===== config.mk =====
export PLATFORM = sky130hd
export DESIGN_NAME = regacc_sequencer
export DESIGN_NICKNAME = d
export VERILOG_FILES = /design/src/rtl/ras_pkg.sv /design/src/rtl/ras_mode_sel.sv /design/src/rtl/ras_cmd_word.sv /design/src/rtl/ras_poll_ctr.sv /design/src/rtl/ras_fsm.sv /design/src/rtl/regacc_sequencer.sv
export SDC_FILE = /design/constraint.sdc
export NUM_CORES = 1
export LEC_CHECK = 0
export BUFFER_PORTS_ARGS = -buffer_cell sky130_fd_sc_hd__buf_2
export CORE_MARGIN = 10
export CORE_UTILIZATION = 40
export CTS_BUF_LIST = sky130_fd_sc_hd__clkbuf_8
export DETAILED_ROUTE_END_ITERATION = 10
export GPL_ROUTABILITY_DRIVEN = 0
export PLACE_DENSITY = 0.68
export SLEW_MARGIN = 20
export SYNTH_ARGS = -nofsm -noshare
export SYNTH_HDL_FRONTEND = slang
export SYNTH_SLANG_ARGS = --single-unit

===== constraint.sdc =====
create_clock -name clk -period 2.45 [get_ports clk]
set_input_delay 0.245 -clock clk [delete_from_list [all_inputs] [get_ports clk]]
set_output_delay 0.245 -clock clk [all_outputs]
set_load 0.05 [all_outputs]

===== src/rtl/ras_pkg.sv =====
package ras_pkg;

   typedef enum logic [1:0] {
      ERR_OK      = 2'd0,
      ERR_TIMEOUT = 2'd1,
      ERR_BUS     = 2'd2,
      ERR_CFG     = 2'd3
   } ras_err_e;

   typedef enum logic [1:0] {
      MODE_DIRECT   = 2'd0,
      MODE_DUAL     = 2'd1,
      MODE_INDIRECT = 2'd2,
      MODE_INVALID  = 2'd3
   } ras_mode_e;

   typedef enum logic [2:0] {
      ST_IDLE    = 3'd0,
      ST_DIRECT  = 3'd1,
      ST_POLL_A  = 3'd2,
      ST_DATA_WR = 3'd3,
      ST_CMD_WR  = 3'd4,
      ST_POLL_B  = 3'd5,
      ST_DATA_RD = 3'd6,
      ST_FINISH  = 3'd7
   } ras_state_e;

endpackage


===== src/rtl/ras_mode_sel.sv =====
module ras_mode_sel
   import ras_pkg::*;
#(
   parameter int ADDR_W = 5
) (
   input  logic [ADDR_W-1:0] base,
   input  logic              dual,
   input  logic              shared,
   output ras_mode_e         mode
);

   localparam logic [ADDR_W-1:0] ZERO_ADDR = '0;

   if (ADDR_W < 1) begin : g_bad_addr_w
      $error("ras_mode_sel: ADDR_W must be at least 1");
   end

   // Priority: dual variant, then zero base, then shared support.
   always_comb begin
      if (dual)
         mode = MODE_DUAL;
      else if (base == ZERO_ADDR)
         mode = MODE_DIRECT;
      else if (shared)
         mode = MODE_INDIRECT;
      else
         mode = MODE_INVALID;
   end

endmodule


===== src/rtl/ras_cmd_word.sv =====
module ras_cmd_word #(
   parameter int DATA_W   = 16,
   parameter int ADDR_W   = 5,
   parameter int REG_W    = 5,
   parameter int BUSY_BIT = 15,
   parameter int MODE_BIT = 12,
   parameter int OP_LSB   = 10
) (
   input  logic              is_write,
   input  logic [ADDR_W-1:0] dev,
   input  logic [REG_W-1:0]  regn,
   output logic [DATA_W-1:0] word
);

   localparam int FIELD_TOP = REG_W + ADDR_W;
   localparam logic [1:0] OP_RD = 2'b10;
   localparam logic [1:0] OP_WR = 2'b01;

   if (BUSY_BIT >= DATA_W) begin : g_bad_busy
      $error("ras_cmd_word: BUSY_BIT outside data word");
   end
   if (FIELD_TOP > OP_LSB) begin : g_bad_fields
      $error("ras_cmd_word: device and register fields overlap opcode");
   end
   if (OP_LSB + 2 > MODE_BIT || MODE_BIT >= BUSY_BIT) begin : g_bad_order
      $error("ras_cmd_word: opcode, mode and busy bits must ascend");
   end

   always_comb begin
      word                 = '0;
      word[BUSY_BIT]       = 1'b1;
      word[MODE_BIT]       = 1'b1;
      word[OP_LSB +: 2]    = is_write ? OP_WR : OP_RD;
      word[REG_W +: ADDR_W] = dev;
      word[0 +: REG_W]     = regn;
   end

endmodule


===== src/rtl/ras_poll_ctr.sv =====
module ras_poll_ctr #(
   parameter int POLL_MAX = 16
) (
   input  logic clk,
   input  logic rst_n,
   input  logic clear,
   input  logic step,
   output logic last
);

   localparam int CNT_W = (POLL_MAX > 1) ? $clog2(POLL_MAX) : 1;
   localparam logic [CNT_W-1:0] CNT_LAST = CNT_W'(POLL_MAX - 1);

   if (POLL_MAX < 2) begin : g_bad_poll
      $error("ras_poll_ctr: POLL_MAX must be at least 2");
   end

   logic [CNT_W-1:0] cnt;

   always_ff @(posedge clk or negedge rst_n) begin
      if (!rst_n)
         cnt <= '0;
      else if (clear)
         cnt <= '0;
      else if (step)
         cnt <= cnt + 1'b1;
   end

   assign last = (cnt == CNT_LAST);

   AST_POLL_NO_WRAP: assert property (@(posedge clk) disable iff (!rst_n)
      step |-> !last);

endmodule


===== src/rtl/ras_fsm.sv =====
module ras_fsm
   import ras_pkg::*;
#(
   parameter int ADDR_W   = 5,
   parameter int REG_W    = 5,
   parameter int DATA_W   = 16,
   parameter int BUSY_BIT = 15,
   parameter int CMD_OFS  = 0,
   parameter int DATA_OFS = 1
) (
   input  logic              clk,
   input  logic              rst_n,
   input  logic              req_valid,
   output logic              req_ready,
   input  logic              req_write,
   input  logic [ADDR_W-1:0] req_dev,
   input  logic [REG_W-1:0]  req_reg,
   input  logic [DATA_W-1:0] req_wdata,
   input  ras_mode_e         mode_in,
   input  logic [ADDR_W-1:0] base_in,
   input  logic [DATA_W-1:0] cmd_word,
   output logic              lat_write,
   output logic [ADDR_W-1:0] lat_dev,
   output logic [REG_W-1:0]  lat_reg,
   output logic              poll_clear,
   output logic              poll_step,
   input  logic              poll_last,
   output logic              bus_req,
   output logic              bus_write,
   output logic [ADDR_W-1:0] bus_addr,
   output logic [REG_W-1:0]  bus_reg,
   output logic [DATA_W-1:0] bus_wdata,
   input  logic              bus_ack,
   input  logic              bus_err,
   input  logic [DATA_W-1:0] bus_rdata,
   output logic              done,
   output ras_err_e          done_err,
   output logic [DATA_W-1:0] done_rdata
);

   localparam logic [REG_W-1:0] REG_CMD  = REG_W'(CMD_OFS);
   localparam logic [REG_W-1:0] REG_DATA = REG_W'(DATA_OFS);

   if (CMD_OFS == DATA_OFS) begin : g_bad_ofs
      $error("ras_fsm: command and data offsets must differ");
   end
   if (BUSY_BIT >= DATA_W) begin : g_bad_busy
      $error("ras_fsm: BUSY_BIT outside data word");
   end

   ras_state_e        state;
   ras_mode_e         mode_q;
   logic [ADDR_W-1:0] base_q;
   logic              write_q;
   logic [ADDR_W-1:0] dev_q;
   logic [REG_W-1:0]  reg_q;
   logic [DATA_W-1:0] wdata_q;
   ras_err_e          err_q;
   logic [DATA_W-1:0] rdata_q;

   logic in_poll;
   logic busy_seen;
   logic ack_ok;

   assign in_poll   = (state == ST_POLL_A) || (state == ST_POLL_B);
   assign busy_seen = bus_rdata[BUSY_BIT];
   assign ack_ok    = bus_ack && !bus_err;

   assign req_ready  = (state == ST_IDLE);
   assign done       = (state == ST_FINISH);
   assign done_err   = err_q;
   assign done_rdata = rdata_q;

   assign lat_write = write_q;
   assign lat_dev   = dev_q;
   assign lat_reg   = reg_q;

   assign poll_clear = !in_poll;
   assign poll_step  = in_poll && ack_ok && busy_seen && !poll_last;

   // Access fields follow the current step of the sequence.
   always_comb begin
      bus_req   = 1'b0;
      bus_write = 1'b0;
      bus_addr  = base_q;
      bus_reg   = REG_CMD;
      bus_wdata = '0;
      case (state)
         ST_DIRECT: begin
            bus_req   = 1'b1;
            bus_write = write_q;
            bus_addr  = (mode_q == MODE_DUAL) ? base_q + dev_q : dev_q;
            bus_reg   = reg_q;
            bus_wdata = write_q ? wdata_q : '0;
         end
         ST_POLL_A, ST_POLL_B: begin
            bus_req = 1'b1;
         end
         ST_DATA_WR: begin
            bus_req   = 1'b1;
            bus_write = 1'b1;
            bus_reg   = REG_DATA;
            bus_wdata = wdata_q;
         end
         ST_CMD_WR: begin
            bus_req   = 1'b1;
            bus_write = 1'b1;
            bus_wdata = cmd_word;
         end
         ST_DATA_RD: begin
            bus_req = 1'b1;
            bus_reg = REG_DATA;
         end
         default: ;
      endcase
   end

   always_ff @(posedge clk or negedge rst_n) begin
      if (!rst_n) begin
         state   <= ST_IDLE;
         mode_q  <= MODE_DIRECT;
         base_q  <= '0;
         write_q <= 1'b0;
         dev_q   <= '0;
         reg_q   <= '0;
         wdata_q <= '0;
         err_q   <= ERR_OK;
         rdata_q <= '0;
      end else begin
         case (state)
            ST_IDLE: begin
               if (req_valid) begin
                  mode_q  <= mode_in;
                  base_q  <= base_in;
                  write_q <= req_write;
                  dev_q   <= req_dev;
                  reg_q   <= req_reg;
                  wdata_q <= req_wdata;
                  rdata_q <= '0;
                  err_q   <= ERR_OK;
                  case (mode_in)
                     MODE_DIRECT, MODE_DUAL: state <= ST_DIRECT;
                     MODE_INDIRECT:          state <= ST_POLL_A;
                     default: begin
                        err_q <= ERR_CFG;
                        state <= ST_FINISH;
                     end
                  endcase
               end
            end
            ST_FINISH: state <= ST_IDLE;
            default: begin
               if (bus_ack && bus_err) begin
                  err_q <= ERR_BUS;
                  state <= ST_FINISH;
               end else if (bus_ack) begin
                  case (state)
                     ST_DIRECT: begin
                        if (!write_q)
                           rdata_q <= bus_rdata;
                        state <= ST_FINISH;
                     end
                     ST_POLL_A, ST_POLL_B: begin
                        if (busy_seen) begin
                           if (poll_last) begin
                              err_q <= ERR_TIMEOUT;
                              state <= ST_FINISH;
                           end
                        end else if (state == ST_POLL_A) begin
                           state <= write_q ? ST_DATA_WR : ST_CMD_WR;
                        end else begin
                           state <= write_q ? ST_FINISH : ST_DATA_RD;
                        end
                     end
                     ST_DATA_WR: state <= ST_CMD_WR;
                     ST_CMD_WR:  state <= ST_POLL_B;
                     ST_DATA_RD: begin
                        rdata_q <= bus_rdata;
                        state   <= ST_FINISH;
                     end
                     default: state <= ST_IDLE;
                  endcase
               end
            end
         endcase
      end
   end

   AST_BUS_HOLD: assert property (@(posedge clk) disable iff (!rst_n)
      (bus_req && !bus_ack) |=> (bus_req && $stable(bus_addr) && $stable(bus_reg)
                                 && $stable(bus_write) && $stable(bus_wdata)));

   AST_DONE_PULSE: assert property (@(posedge clk) disable iff (!rst_n)
      done |=> (!done && req_ready));

   AST_ERR_NO_DATA: assert property (@(posedge clk) disable iff (!rst_n)
      (done && done_err != ERR_OK) |-> (done_rdata == '0));

   AST_RD_NO_WDATA: assert property (@(posedge clk) disable iff (!rst_n)
      (bus_req && !bus_write) |-> (bus_wdata == '0));

endmodule


===== src/rtl/regacc_sequencer.sv =====
module regacc_sequencer
   import ras_pkg::*;
#(
   parameter int ADDR_W   = 5,
   parameter int REG_W    = 5,
   parameter int DATA_W   = 16,
   parameter int POLL_MAX = 16,
   parameter int BUSY_BIT = 15,
   parameter int MODE_BIT = 12,
   parameter int OP_LSB   = 10,
   parameter int CMD_OFS  = 0,
   parameter int DATA_OFS = 1
) (
   input  logic              clk,
   input  logic              rst_n,
   input  logic [ADDR_W-1:0] cfg_base,
   input  logic              cfg_dual,
   input  logic              cfg_shared,
   input  logic              req_valid,
   output logic              req_ready,
   input  logic              req_write,
   input  logic [ADDR_W-1:0] req_dev,
   input  logic [REG_W-1:0]  req_reg,
   input  logic [DATA_W-1:0] req_wdata,
   output logic              done,
   output logic [1:0]        done_err,
   output logic [DATA_W-1:0] done_rdata,
   output logic              bus_req,
   output logic              bus_write,
   output logic [ADDR_W-1:0] bus_addr,
   output logic [REG_W-1:0]  bus_reg,
   output logic [DATA_W-1:0] bus_wdata,
   input  logic              bus_ack,
   input  logic              bus_err,
   input  logic [DATA_W-1:0] bus_rdata
);

   if (DATA_OFS >= (1 << REG_W) || CMD_OFS >= (1 << REG_W)) begin : g_bad_ofs
      $error("regacc_sequencer: register offsets exceed REG_W");
   end

   ras_mode_e         mode;
   ras_err_e          err_e;
   logic [DATA_W-1:0] cmd_word;
   logic              lat_write;
   logic [ADDR_W-1:0] lat_dev;
   logic [REG_W-1:0]  lat_reg;
   logic              poll_clear;
   logic              poll_step;
   logic              poll_last;

   ras_mode_sel #(.ADDR_W(ADDR_W)) u_mode (
      .base   (cfg_base),
      .dual   (cfg_dual),
      .shared (cfg_shared),
      .mode   (mode)
   );

   ras_cmd_word #(
      .DATA_W(DATA_W), .ADDR_W(ADDR_W), .REG_W(REG_W),
      .BUSY_BIT(BUSY_BIT), .MODE_BIT(MODE_BIT), .OP_LSB(OP_LSB)
   ) u_cmd (
      .is_write (lat_write),
      .dev      (lat_dev),
      .regn     (lat_reg),
      .word     (cmd_word)
   );

   ras_poll_ctr #(.POLL_MAX(POLL_MAX)) u_poll (
      .clk   (clk),
      .rst_n (rst_n),
      .clear (poll_clear),
      .step  (poll_step),
      .last  (poll_last)
   );

   ras_fsm #(
      .ADDR_W(ADDR_W), .REG_W(REG_W), .DATA_W(DATA_W),
      .BUSY_BIT(BUSY_BIT), .CMD_OFS(CMD_OFS), .DATA_OFS(DATA_OFS)
   ) u_fsm (
      .clk        (clk),
      .rst_n      (rst_n),
      .req_valid  (req_valid),
      .req_ready  (req_ready),
      .req_write  (req_write),
      .req_dev    (req_dev),
      .req_reg    (req_reg),
      .req_wdata  (req_wdata),
      .mode_in    (mode),
      .base_in    (cfg_base),
      .cmd_word   (cmd_word),
      .lat_write  (lat_write),
      .lat_dev    (lat_dev),
      .lat_reg    (lat_reg),
      .poll_clear (poll_clear),
      .poll_step  (poll_step),
      .poll_last  (poll_last),
      .bus_req    (bus_req),
      .bus_write  (bus_write),
      .bus_addr   (bus_addr),
      .bus_reg    (bus_reg),
      .bus_wdata  (bus_wdata),
      .bus_ack    (bus_ack),
      .bus_err    (bus_err),
      .bus_rdata  (bus_rdata),
      .done       (done),
      .done_err   (err_e),
      .done_rdata (done_rdata)
   );

   assign done_err = err_e;

   AST_CFG_REJECT: assert property (@(posedge clk) disable iff (!rst_n)
      (req_valid && req_ready && mode == MODE_INVALID) |=> (done && done_err == 2'd3));

endmodule


Word level (Yosys, flattened, before mapping) --
Index checks and enable logic that the tools add are counted. Widths: inputs -> output; s select.
Word-level totals: register bits 59, output and inout bits 48, bits of input ports 55, logic and storage cells 96
Cells by class: mux-type cells 38, reduce and logical (&&, ||, !) cells 29, bitwise logic cells 1, add/subtract/negate cells 2, eq/ne operators 16
Operator list (count):
- $mux 16 | 5
- $pmux 16 s2 | 2
- $pmux 16 s3 | 1
- $mux 3 | 7
- $mux 2 | 10
- $reduce_bool 3->1 | 5
- $eq 3x3->1 const B | 4
- $pmux 3 s2 | 2
- $pmux 3 s4 | 1
- $reduce_and 6->1 | 2
- $mux 5 | 2
- $pmux 5 s2 | 1
- $reduce_or 2->1 | 5
- $mux 4 | 2
- $eq 3x2->1 const B | 2
- $ne 2x2->1 const B | 3
- $ne 6x4->1 const B | 1
- $reduce_or 6->1 | 1
- $add 5x5->5 | 1
- $logic_and 1x1->1 | 5
- $logic_not 5->1 | 1
- $add 4x1->4 const B | 1
- $eq 2x1->1 const B | 2
- $eq 4x4->1 const B | 1
- other kinds (16) | 19

Longest topological paths before layout --
Gate-level depths: netlist of the first run.
word-level depth 8, depth in mapped cells 8, gate-level depth less buffers 8

Modules after synthesis --
From an unflattened synthesis of the first run, not the netlist that was laid out.
Unflattened totals: cells, all modules 289, area total of the unflattened synthesis 3271.9 µm²
Modules (own cells, without submodules):
- ras_fsm | area each 2914.0 µm², cells each 248, instances 1, sequential area each 1376.3 µm²
- ras_poll_ctr | area each 198.9 µm², cells each 17, instances 1, sequential area each 100.1 µm²
- ras_cmd_word | area each 123.9 µm², cells each 18, instances 1, sequential area each 0.0 µm²
- ras_mode_sel | area each 35.0 µm², cells each 6, instances 1, sequential area each 0.0 µm²

Worst setup path before layout of the first run --
OpenSTA, ideal clock, no wires.
path kind register to output, start point reg u_fsm.dev_q[0] (netlist: u_fsm.lat_dev[0]), end point out bus_addr[4], slack 0.047 ns, buffers on the path 0, arrival 2.158 ns, required time 2.205 ns, stages on the path, launching flop included 9, cells stage by stage dfrtp_1 > ha_1 > inv_1 > fa_1 > nor2b_1 > o21ai_0 > nand2b_1 > mux2i_1 > o22ai_1
On the way: word-level cells in the longest chain between the ends 3
Ends and longest elaborated chain:
- start, declared | RTL line ras_fsm.sv:55 | logic [ADDR_W-1:0] dev_q;
- start signal, assigned | RTL line ras_fsm.sv:136 | dev_q <= req_dev;
- $add 5x5->5 | RTL line ras_fsm.sv:92 | bus_addr = (mode_q == MODE_DUAL) ? base_q + dev_q : dev_q;
- $mux 5 | RTL line ras_fsm.sv:92
- $mux 5 | RTL line ras_fsm.sv:88 | case (state)
- end, declared | RTL line regacc_sequencer.sv:30 | output logic [ADDR_W-1:0] bus_addr,
No other way between the ends.

Worst setup path after layout of the first run --
Same ends and word-level chain as after synthesis.

==> results of run 1 <==
-- cells in the mapped netlist (all sizes together), types with 6 or more instances --
| master | count | area [sq um] |
|---|---|---|
| a21oi | 6 | 30.03 |
| dfrtp | 59 | 1476 |
| buf | 6 | 57.55 |
| nand2b | 6 | 45.04 |
| o21ai | 35 | 186.4 |
| inv | 9 | 33.78 |
| nand2 | 52 | 202.7 |
| nand3 | 7 | 35.03 |
| nor2 | 20 | 75.07 |
| a31oi | 6 | 37.54 |
| mux2 | 34 | 382.9 |
| a22o | 12 | 105.1 |
| clkbuf | 9 | 33.78 |
| and2 | 9 | 56.30 |
-- critical path, delay by kind of cell, from the launching register on --
family | cells | cell delay (ns)
multiplexers | 1 | 0.20
AND/OR/NAND/NOR | 2 | 0.27
AO/OA/AOI/OAI | 2 | 0.17
adder cells (fa/ha/maj) | 2 | 0.55
buffers and inverters | 2 | 0.23
flip-flops | 1 | 0.38
-- final timing paths --
path / startpoint / endpoint / slack, ns / cells past startpoint
min: req_wdata[1] / u_fsm.wdata_q[1] / 0.15 / 2
max reg2reg: u_fsm.state[1] / u_fsm.done_err[0] / 0.31 / 5
max: u_fsm.lat_dev[0] / bus_addr[4] / 0.08 / 9
min reg2reg: u_fsm.done_rdata[10] / u_fsm.done_rdata[10] / 0.48 / 2
max in group asynchronous: rst_n / u_fsm.state[0] / 1.70 / 3
min in group asynchronous: rst_n / u_fsm.lat_reg[3] / 0.46 / 3
-- per-layer routing --
| layer | GRT usage | up-vias | wire length [um] |
|---|---|---|---|
| met3 | 0.04611 | 4 | 531 |
| met4 | 0.04771 | 0 | 81 |
| met5 | 0 | - | 0 |
| met1 | 0.1616 | 1302 | 3371 |
| met2 | 0.2593 | 71 | 4428 |
| li1 | - | 1287 | - |
-- layout make-up --
type / count / area [sq um]
Tap cell: 99 / 123.9
Sequential cell: 59 / 1478
Multi-Input combinational cell: 224 / 1505
Clock buffer: 12 / 165.2
Inverter: 9 / 33.78
Clock inverter: 4 / 95.09
Timing Repair Buffer: 114 / 620.6
Fill cell: 712 / 3348
-- power by group --
part	leakage, nW	internal [W]	switching (W)
registers	0.732	0.00141	0.000355
logic	1.21	0.00106	0.00226
clock network	0.133	0.000758	0.000372
-- timing repair --
item	in CTS	in global routing
setup buffers	1	1
pin swaps	1	0
endpoints found under the setup margin	1	3
hold endpoints to repair	59	0
hold buffers	1	0
gates resized for setup	4	4
-- cells by family after synthesis --
group / share of synthesized area
buffers and inverters: 0.04047
and+or+nand+nor: 0.1728
DFF: 0.4775
AOI/OAI and AO/OA: 0.1404
muxes: 0.1335
adders and majority gates: 0.02671
xor gates and xnor gates: 0.008500
-- through the flow --
step           area, sq um  utilization  setup TNS (ns)  setup WS (ns)  hold WS (ns)
2_1_floorplan         3092            -               0        0.04714      -0.05059
3_3_place_gp          3722       0.5051               0         0.3340        0.2777
6_report              4021       0.5457               0        0.08258        0.1452
5_1_grt               4021       0.5457        -0.05498       -0.05498        0.1259
4_1_cts               4008       0.5438               0       0.004071        0.1329
3_5_place_dp          3722       0.5051               0         0.2681        0.2811
==> metrics.csv, run 1 <==
stage;metric;value;unit
run_status;status;finished clean;
critical_path;critical-path cell list;ha_2 > inv_2 > fa_2 > nor2b_2 > o21ai_1 > nand2b_1 > mux2i_1 > o22ai_1 > buf_4;
clock_tree;clock slew at reported path FFs;0.07;ns
sta;# setup viols final;0;
sta;fmax;0.4224;GHz
sta;RSZ-0062 raised after global routing;true;
critical_path;CP Class;flip-flop to primary output;
power;Max VDD drop;0.6482;mV
floorplan;initial core utilization;0.4195;
critical_path;CP Launch Type;flip-flop;
layout;NumNets Final;478;
global_routing;largest net degree at the start of global routing;60;
clock_tree;CTS Buf Count;9;
global_routing;initial antenna violation count;0;
route;Initial DRC Count;57;
global_routing;number of global-route vias before repair;2905;
floorplan;Rows;31;
global_routing;first-pass GRT wire length;13820;um
clock_tree;clk_lat worst skew;0.33;ns
route;routed vias;2664;
sta;Max Transition Viols Final;0;
logic_synthesis;Synth Net Count;368;
clock_tree;Max clock buf depth;2;
logic_synthesis;Post-Synthesis Cells;307;
sta;Final period util;0.9663;
clock_tree;clk sink count;59;
logic_synthesis;Most used DFF post-synth;dfrtp_1;
layout;diodes inserted;0;
sta;Worst-Margin Slew;0.4311;ns
clock_tree;root buffer cell;clkbuf_8;
place;Port Buffers;102;
sta;final hold violation count;0;
logic_synthesis;EDFF count, synth;0;
floorplan;Die ar.;0.01165;sq mm
clock_tree;number of H-tree levels;3;
logic_synthesis;syn avg cell area;10.07;sq um
sta;Setup Skew;0.01209;ns
route;DR WL/cell;16.15;um
critical_path;CP Capture Type;primary output;
critical_path;max incr delay on CP;0.38;ns
layout;most common cell after layout, fill and taps aside;buf_2;
layout;most frequent cells in the layout;buf_2, dfrtp_1, nand2_1;
logic_synthesis;ys async rst share;1.000;
place;DP HPWL;6252;um
flow_run;MaxCap Viol Count;0;
logic_synthesis;Netlist Area Pre-Place;0.003092;sq mm
route;First-pass DRT Iterations;4;
hold_path;HP Class;input pin to flip-flop;
layout;P&R area growth vs syn;30.07;%
power;PwrDens;1545;mW/mm^2
logic_synthesis;sequential fraction of the synthesis area;0.4775;
floorplan;Die Ht;107.9;um
critical_path;WP data required;2.20;ns
place;dpl cells;502;
clock_tree;CTS tree;done;
global_routing;grt ovf;0;
sta;slew margin rel.;0.7120;
critical_path;CP max-delay cell;dfrtp_1;
floorplan;I/O Pins;103;
critical_path;largest fanout on the critical path;3;
logic_synthesis;#FFs+latches synth;59;
logic_synthesis;Yosys Warn Count;0;
floorplan;Die Wd;107.9;um
route;vias per inst;5.113;
logic_synthesis;Yosys cell types;40;
layout;share of cells above drive strength 1;0.4076;
power;Tot Pwr;0.006214;W
floorplan;Core ar.;0.007370;sq mm
power;Leak;2.070;nW
route;antenna viol nets, final;0;
global_routing;Total GRT Usage;0.1461;
route;Routed WL;8412;um
route;Residual DRC;0;
critical_path;Arr. time, crit path;2.12;ns
layout;Final Non-Filler Cells;521;
sta;Final Critical Period;2.367;ns
No activity file was read; power rests on OpenSTA's default activity.
==> run 2: changes to the inputs <==
--- a/config.mk
+++ b/config.mk
@@ -5,13 +5,14 @@
 export SDC_FILE = /design/constraint.sdc
 export NUM_CORES = 1
 export LEC_CHECK = 0
+export ABC_AREA = 1
 export BUFFER_PORTS_ARGS = -buffer_cell sky130_fd_sc_hd__buf_2
 export CORE_MARGIN = 10
 export CORE_UTILIZATION = 40
 export CTS_BUF_LIST = sky130_fd_sc_hd__clkbuf_8
 export DETAILED_ROUTE_END_ITERATION = 10
 export GPL_ROUTABILITY_DRIVEN = 0
-export PLACE_DENSITY = 0.68
+export PLACE_DENSITY = 0.67
 export SLEW_MARGIN = 20
 export SYNTH_ARGS = -nofsm -noshare
 export SYNTH_HDL_FRONTEND = slang
==> run 2 against run 1 <==
  * Clock skew increased by 0.0015 ns
  * Wire length grew 1.4%
  * Design area down 0.19%
  * Non-clock buffer count down 8
  * Fmax is 3.7% higher
  * Register-to-register slack improved by 0.25 ns
  * Worst setup slack better by 0.085 ns
  * Die area is 3.8% higher
  * Largest cell class is now registers
  * Core utilization is 3.2 points lower
  * Cell count up 17%
  * Critical endpoint is now bus_addr[1]
  * Count of clock-buffer cells in the layout down 2
  * Hold slack got worse by 0.13 ns
==> metrics.csv, run 2 <==
stage;metric;value;unit
logic_synthesis;Synth Area in Compound Gates;0.1540;
clock_tree;clk_lat worst skew;0.35;ns
logic_synthesis;Netlist Area Pre-Place;0.003234;sq mm
critical_path;WP data required;2.20;ns
logic_synthesis;largest family of logic cells by synthesized area;simple AND/OR/NAND/NOR gates;
layout;NumNets Final;562;
floorplan;Rows;32;
logic_synthesis;Synth Net Count;462;
sta;final hold violation count;0;
logic_synthesis;Most used DFF post-synth;dfrtp_1;
sta;# setup viols final;0;
critical_path;largest fanout on the critical path;4;
sta;setup ws final;0.1678;ns
place;Port Buffers;102;
sta;setup TNS;0;ns
clock_tree;# Post-CTS Setup Buffers;0;
logic_synthesis;Post-Synthesis Cells;401;
sta;Setup Skew;0.01355;ns
floorplan;Core ar.;0.007807;sq mm
sta;Max Transition Viols Final;0;
layout;share of cells above drive strength 1;0.3261;
route;Initial DRC Count;150;
floorplan;initial core utilization;0.4143;
logic_synthesis;EDFF count, synth;0;
logic_synthesis;post-synthesis simple-gate area fraction;0.2456;
logic_synthesis;most frequent cell after synthesis;nand2_1;
clock_tree;number of H-tree levels;3;
route;Routed WL;8526;um
sta;fmax;0.4382;GHz
layout;final cell utilization of the core;0.5141;
global_routing;first-pass GRT wire length;13500;um
sta;RSZ-0062 raised after global routing;false;
floorplan;Die ar.;0.01208;sq mm
sta;slew margin rel.;0.3926;
layout;most common cell after layout, fill and taps aside;buf_2;
sta;Worst-Margin Slew;0.9111;ns
clock_tree;clk sink count;59;
critical_path;Arr. time, crit path;2.04;ns
logic_synthesis;mux contribution to synthesized area;0.01393;
layout;P&R area growth vs syn;24.10;%
logic_synthesis;synth cell count leaders;nand2_1, dfrtp_1, nor2_1;
logic_synthesis;Post-Synth XOR/XNOR Area;0.01083;
sta;Final period util;0.9315;
global_routing;number of global-route vias before repair;2784;
place;pre-CTS WS;0.4325;ns
layout;diodes inserted;0;
flow_run;MaxCap Viol Count;0;
global_routing;grt ovf;0;
logic_synthesis;Yosys cell types;33;
run_status;status;finished clean;
layout;most frequent cells in the layout;buf_2, nand2_1, dfrtp_1;
floorplan;I/O Pins;103;
global_routing;initial antenna violation count;0;
critical_path;r2r worst-path depth;5;
clock_tree;Max clock buf depth;2;
sta;Final Critical Period;2.282;ns
logic_synthesis;Yosys Warn Count;0;
route;DR WL/cell;14.02;um
logic_synthesis;Synth area leaders;dfrtp_1, nand2_1, nor2_1;
clock_tree;CTS tree;done;
clock_tree;CTS Buf Count;9;
logic_synthesis;Synth area leader;dfrtp_1;
logic_synthesis;Synth top area share;0.4565;
route;First-pass DRT Iterations;4;
clock_tree;root buffer cell;clkbuf_8;
global_routing;largest net degree at the start of global routing;42;
place;DP HPWL;6497;um
critical_path;CP Launch Type;flip-flop;
hold_path;HP Class;input pin to async pin;
logic_synthesis;sequential fraction of the synthesis area;0.4565;
route;vias per inst;4.765;
logic_synthesis;ys async rst share;1.000;
floorplan;Die Ht;109.9;um
clock_tree;clock slew at reported path FFs;0.07;ns
logic_synthesis;Adder-Cell Fraction of Synth Area;0.02553;
global_routing;Total GRT Usage;0.1422;
logic_synthesis;syn avg cell area;8.066;sq um
critical_path;CP Capture Type;primary output;
route;antenna viol nets, final;0;
logic_synthesis;#FFs+latches synth;59;
layout;fillcell total;791;
route;Residual DRC;0;
critical_path;CP Class;flip-flop to primary output;
floorplan;Die Wd;109.9;um
route;routed vias;2897;
-- run 2: metal layers --
metal / routed length (um) / global-route usage / up-vias
li1: - / - / 1489
met1: 3535 / 0.1688 / 1328
met2: 4349 / 0.2379 / 69
met3: 479 / 0.03160 / 11
met4: 162 / 0.06877 / 0
met5: 0 / 0 / -
-- run 2: layout make-up --
class,count,area (sq um),share of cell area
tap,102,127.6,0.03180
inverter,48,186.4,0.04645
multi-input combinational,277,1460,0.3638
clock inverter,6,56.30,0.01403
clock buffer,10,137.6,0.03429
sequential,59,1479,0.3685
timing repair buffer,106,566.8,0.1412
-- run 2: final timing paths --
check	from	endpoint	slack, ns
max in group asynchronous	rst_n	u_fsm.wdata_q[12]	1.73
worst min-delay path	rst_n	u_fsm.wdata_q[13]	0.02
worst max-delay path	u_fsm.lat_dev[0]	bus_addr[1]	0.17
worst min register to register	u_fsm.done_err[1]	u_fsm.done_err[1]	0.48
worst max register to register	u_fsm.state[2]	u_fsm.base_q[0]	0.56
min in group clk	req_reg[0]	u_fsm.lat_reg[0]	0.13
-- run 2: cell families (layout without fill, tap and decap cells) --
logic type | after synthesis | in the layout
AO/OA/AOI/OAI | 83 | 83
XOR/XNOR | 4 | 4
adder cells (fa/ha/maj) | 6 | 6
buffers and inverters | 65 | 170
flip-flops | 59 | 59
multiplexers | 4 | 4
AND/OR/NAND/NOR | 180 | 180
-- run 2: metrics by stage --
step / std cells / area, sq um / hold slack (ns)
final: 608 / 4014 / 0.01507
after global routing: 608 / 4014 / 0.1289
after CTS: 608 / 3993 / 0.05780
after detailed placement: 592 / 3799 / 0.4328
after global placement: 592 / 3799 / 0.4272
after floorplan: 401 / 3234 / -0.05059
-- run 2: critical path: stages, from the launching register on --
cell and delay (ns):
dfrtp_1 0.41, ha_1 0.22, inv_1 0.08, fa_2 0.43, a21oi_1 0.14, o21ai_0 0.09, o21ai_0 0.09, buf_4 0.23
-- run 2: timing repair --
item                                    in CTS  in global routing
resized for setup                            0                 13
endpoints found under the setup margin       0                  4
hold buffers                                 0                  0
Power of run 2 is left out: the tool's default activity adds up to more than one toggle a clock period on the data nets, which glitch-free logic cannot reach.
==> run 3: changes to the inputs <==
--- a/config.mk
+++ b/config.mk
@@ -13,6 +13,7 @@
 export DETAILED_ROUTE_END_ITERATION = 10
 export GPL_ROUTABILITY_DRIVEN = 0
 export PLACE_DENSITY = 0.67
+export RECOVER_POWER = 100
 export SLEW_MARGIN = 20
 export SYNTH_ARGS = -nofsm -noshare
 export SYNTH_HDL_FRONTEND = slang
==> run 3 against run 2 <==
  * Critical path depth is 1 higher
  * Die area stayed put
  * Design area is 2.8% lower
  * Count of clock-buffer cells in the layout stayed put
  * Via count is 0.83% lower
  * Sequential share of layout area is 1.1 points higher
  * Clock skew is 0.0018 ns lower
  * Worst setup slack worse by 0.0069 ns
  * Core utilization is 1.5 points lower
  * First-iteration DRC count is 15% lower
  * Non-clock buffer count stayed put
  * Largest cell class unchanged
==> metrics.csv, run 3 (synthesis results as in run 2) <==
stage;metric;value;unit
run_status;status;finished clean;
route;Initial DRC Count;127;
sta;Setup Skew;0.01175;ns
route;First-pass DRT Iterations;4;
layout;NumNets Final;562;
clock_tree;clk_lat worst skew;0.35;ns
sta;# setup viols final;0;
critical_path;Arr. time, crit path;2.04;ns
layout;share of cells above drive strength 1;0.2391;
sta;setup ws final;0.1609;ns
floorplan;initial core utilization;0.4143;
global_routing;number of global-route vias before repair;2784;
layout;P&R area growth vs syn;20.58;%
critical_path;largest fanout on the critical path;4;
floorplan;Die Ht;109.9;um
layout;most frequent cells in the layout;nand2_1, dfrtp_1, buf_2;
global_routing;first-pass GRT wire length;13500;um
route;vias per inst;4.725;
place;pre-CTS WS;0.4325;ns
floorplan;Die ar.;0.01208;sq mm
critical_path;CP max-delay cell;dfrtp_1;
sta;Max Transition Viols Final;0;
sta;setup TNS;0;ns
route;Routed WL;8552;um
sta;RSZ-0062 raised after global routing;false;
clock_tree;CTS tree;done;
clock_tree;CTS Buf Count;9;
floorplan;Die Wd;109.9;um
place;Port Buffers;102;
clock_tree;number of H-tree levels;3;
floorplan;Rows;32;
critical_path;CP Class;flip-flop to primary output;
critical_path;CP Capture Type;primary output;
sta;Final period util;0.9343;
sta;Final Critical Period;2.289;ns
sta;Worst-Margin Slew;1.015;ns
clock_tree;clk sink count;59;
critical_path;critical-path cell list;ha_1 > inv_1 > fa_2 > xor2_1 > a21oi_1 > o21ai_0 > nand2_1 > clkbuf_4;
place;DP HPWL;6497;um
hold_path;HP Class;input pin to async pin;
sta;fmax;0.4369;GHz
critical_path;WP data required;2.20;ns
clock_tree;# Post-CTS Setup Buffers;0;
global_routing;initial antenna violation count;0;
layout;final cell utilization of the core;0.4995;
route;Residual DRC;0;
global_routing;largest net degree at the start of global routing;42;
layout;Final Non-Filler Cells;608;
clock_tree;Max clock buf depth;2;
layout;most common cell after layout, fill and taps aside;nand2_1;
floorplan;I/O Pins;103;
layout;diodes inserted;0;
sta;slew margin rel.;0.3235;
place;dpl cells;592;
route;antenna viol nets, final;0;
route;DR WL/cell;14.07;um
sta;final hold violation count;0;
clock_tree;clock slew at reported path FFs;0.07;ns
clock_tree;root buffer cell;clkbuf_8;
floorplan;Core ar.;0.007807;sq mm
critical_path;worst reg2reg setup slack;0.34;ns
critical_path;CP Launch Type;flip-flop;
flow_run;MaxCap Viol Count;0;
route;routed vias;2873;
global_routing;Total GRT Usage;0.1422;
critical_path;max incr delay on CP;0.39;ns
global_routing;grt ovf;0;
[run 3: repair_timing]
action / in CTS / in global routing
hold buffers: 0 / 0
gates resized for setup: 0 / 13
endpoints found under the setup margin: 0 / 4
[run 3: layout make-up]
class	count	area, sq um
inverters	48	186.4
clock buffers	10	137.6
clock inverters	6	56.30
fillers	832	3908
multi-input cells	277	1394
repair buffers	106	519.2
well taps	102	127.6
flip-flops and latches	59	1479
[run 3: critical path, delay by kind of cell, from the launching register on]
kind	cells	cell delay [ns]
AOI/OAI and AO/OA	2	0.21
buffers and inverters	2	0.29
xor gates and xnor gates	1	0.17
DFF	1	0.39
adders and majority gates	2	0.55
and+or+nand+nor	1	0.09
[run 3: stage by stage]
step	hold WS [ns]	area, sq um
after floorplan	-0.05059	3234
after global placement	0.4272	3799
after detailed placement	0.4328	3799
after CTS	0.05780	3993
after global routing	0.1380	3900
final	0.05023	3900
[run 3: final timing paths]
kind                                         from           endpoint  depth (start not counted)
worst max register to register     u_fsm.state[2]    u_fsm.base_q[0]                          5
max in group asynchronous                   rst_n  u_fsm.wdata_q[15]                          2
min in group clk                       req_reg[0]   u_fsm.lat_reg[0]                          2
worst min-delay path                        rst_n  u_fsm.wdata_q[13]                          1
worst min register to register  u_fsm.done_err[1]  u_fsm.done_err[1]                          2
worst max-delay path             u_fsm.lat_dev[0]        bus_addr[2]                          8
[run 3: per-layer routing]
layer,up-vias,GRT usage,share of wire
met2,54,0.2379,0.51
met5,-,0,0
met1,1323,0.1688,0.42
met4,0,0.06877,0.019
li1,1485,-,-
met3,11,0.03160,0.051
Power of run 3 is left out for the same reason.
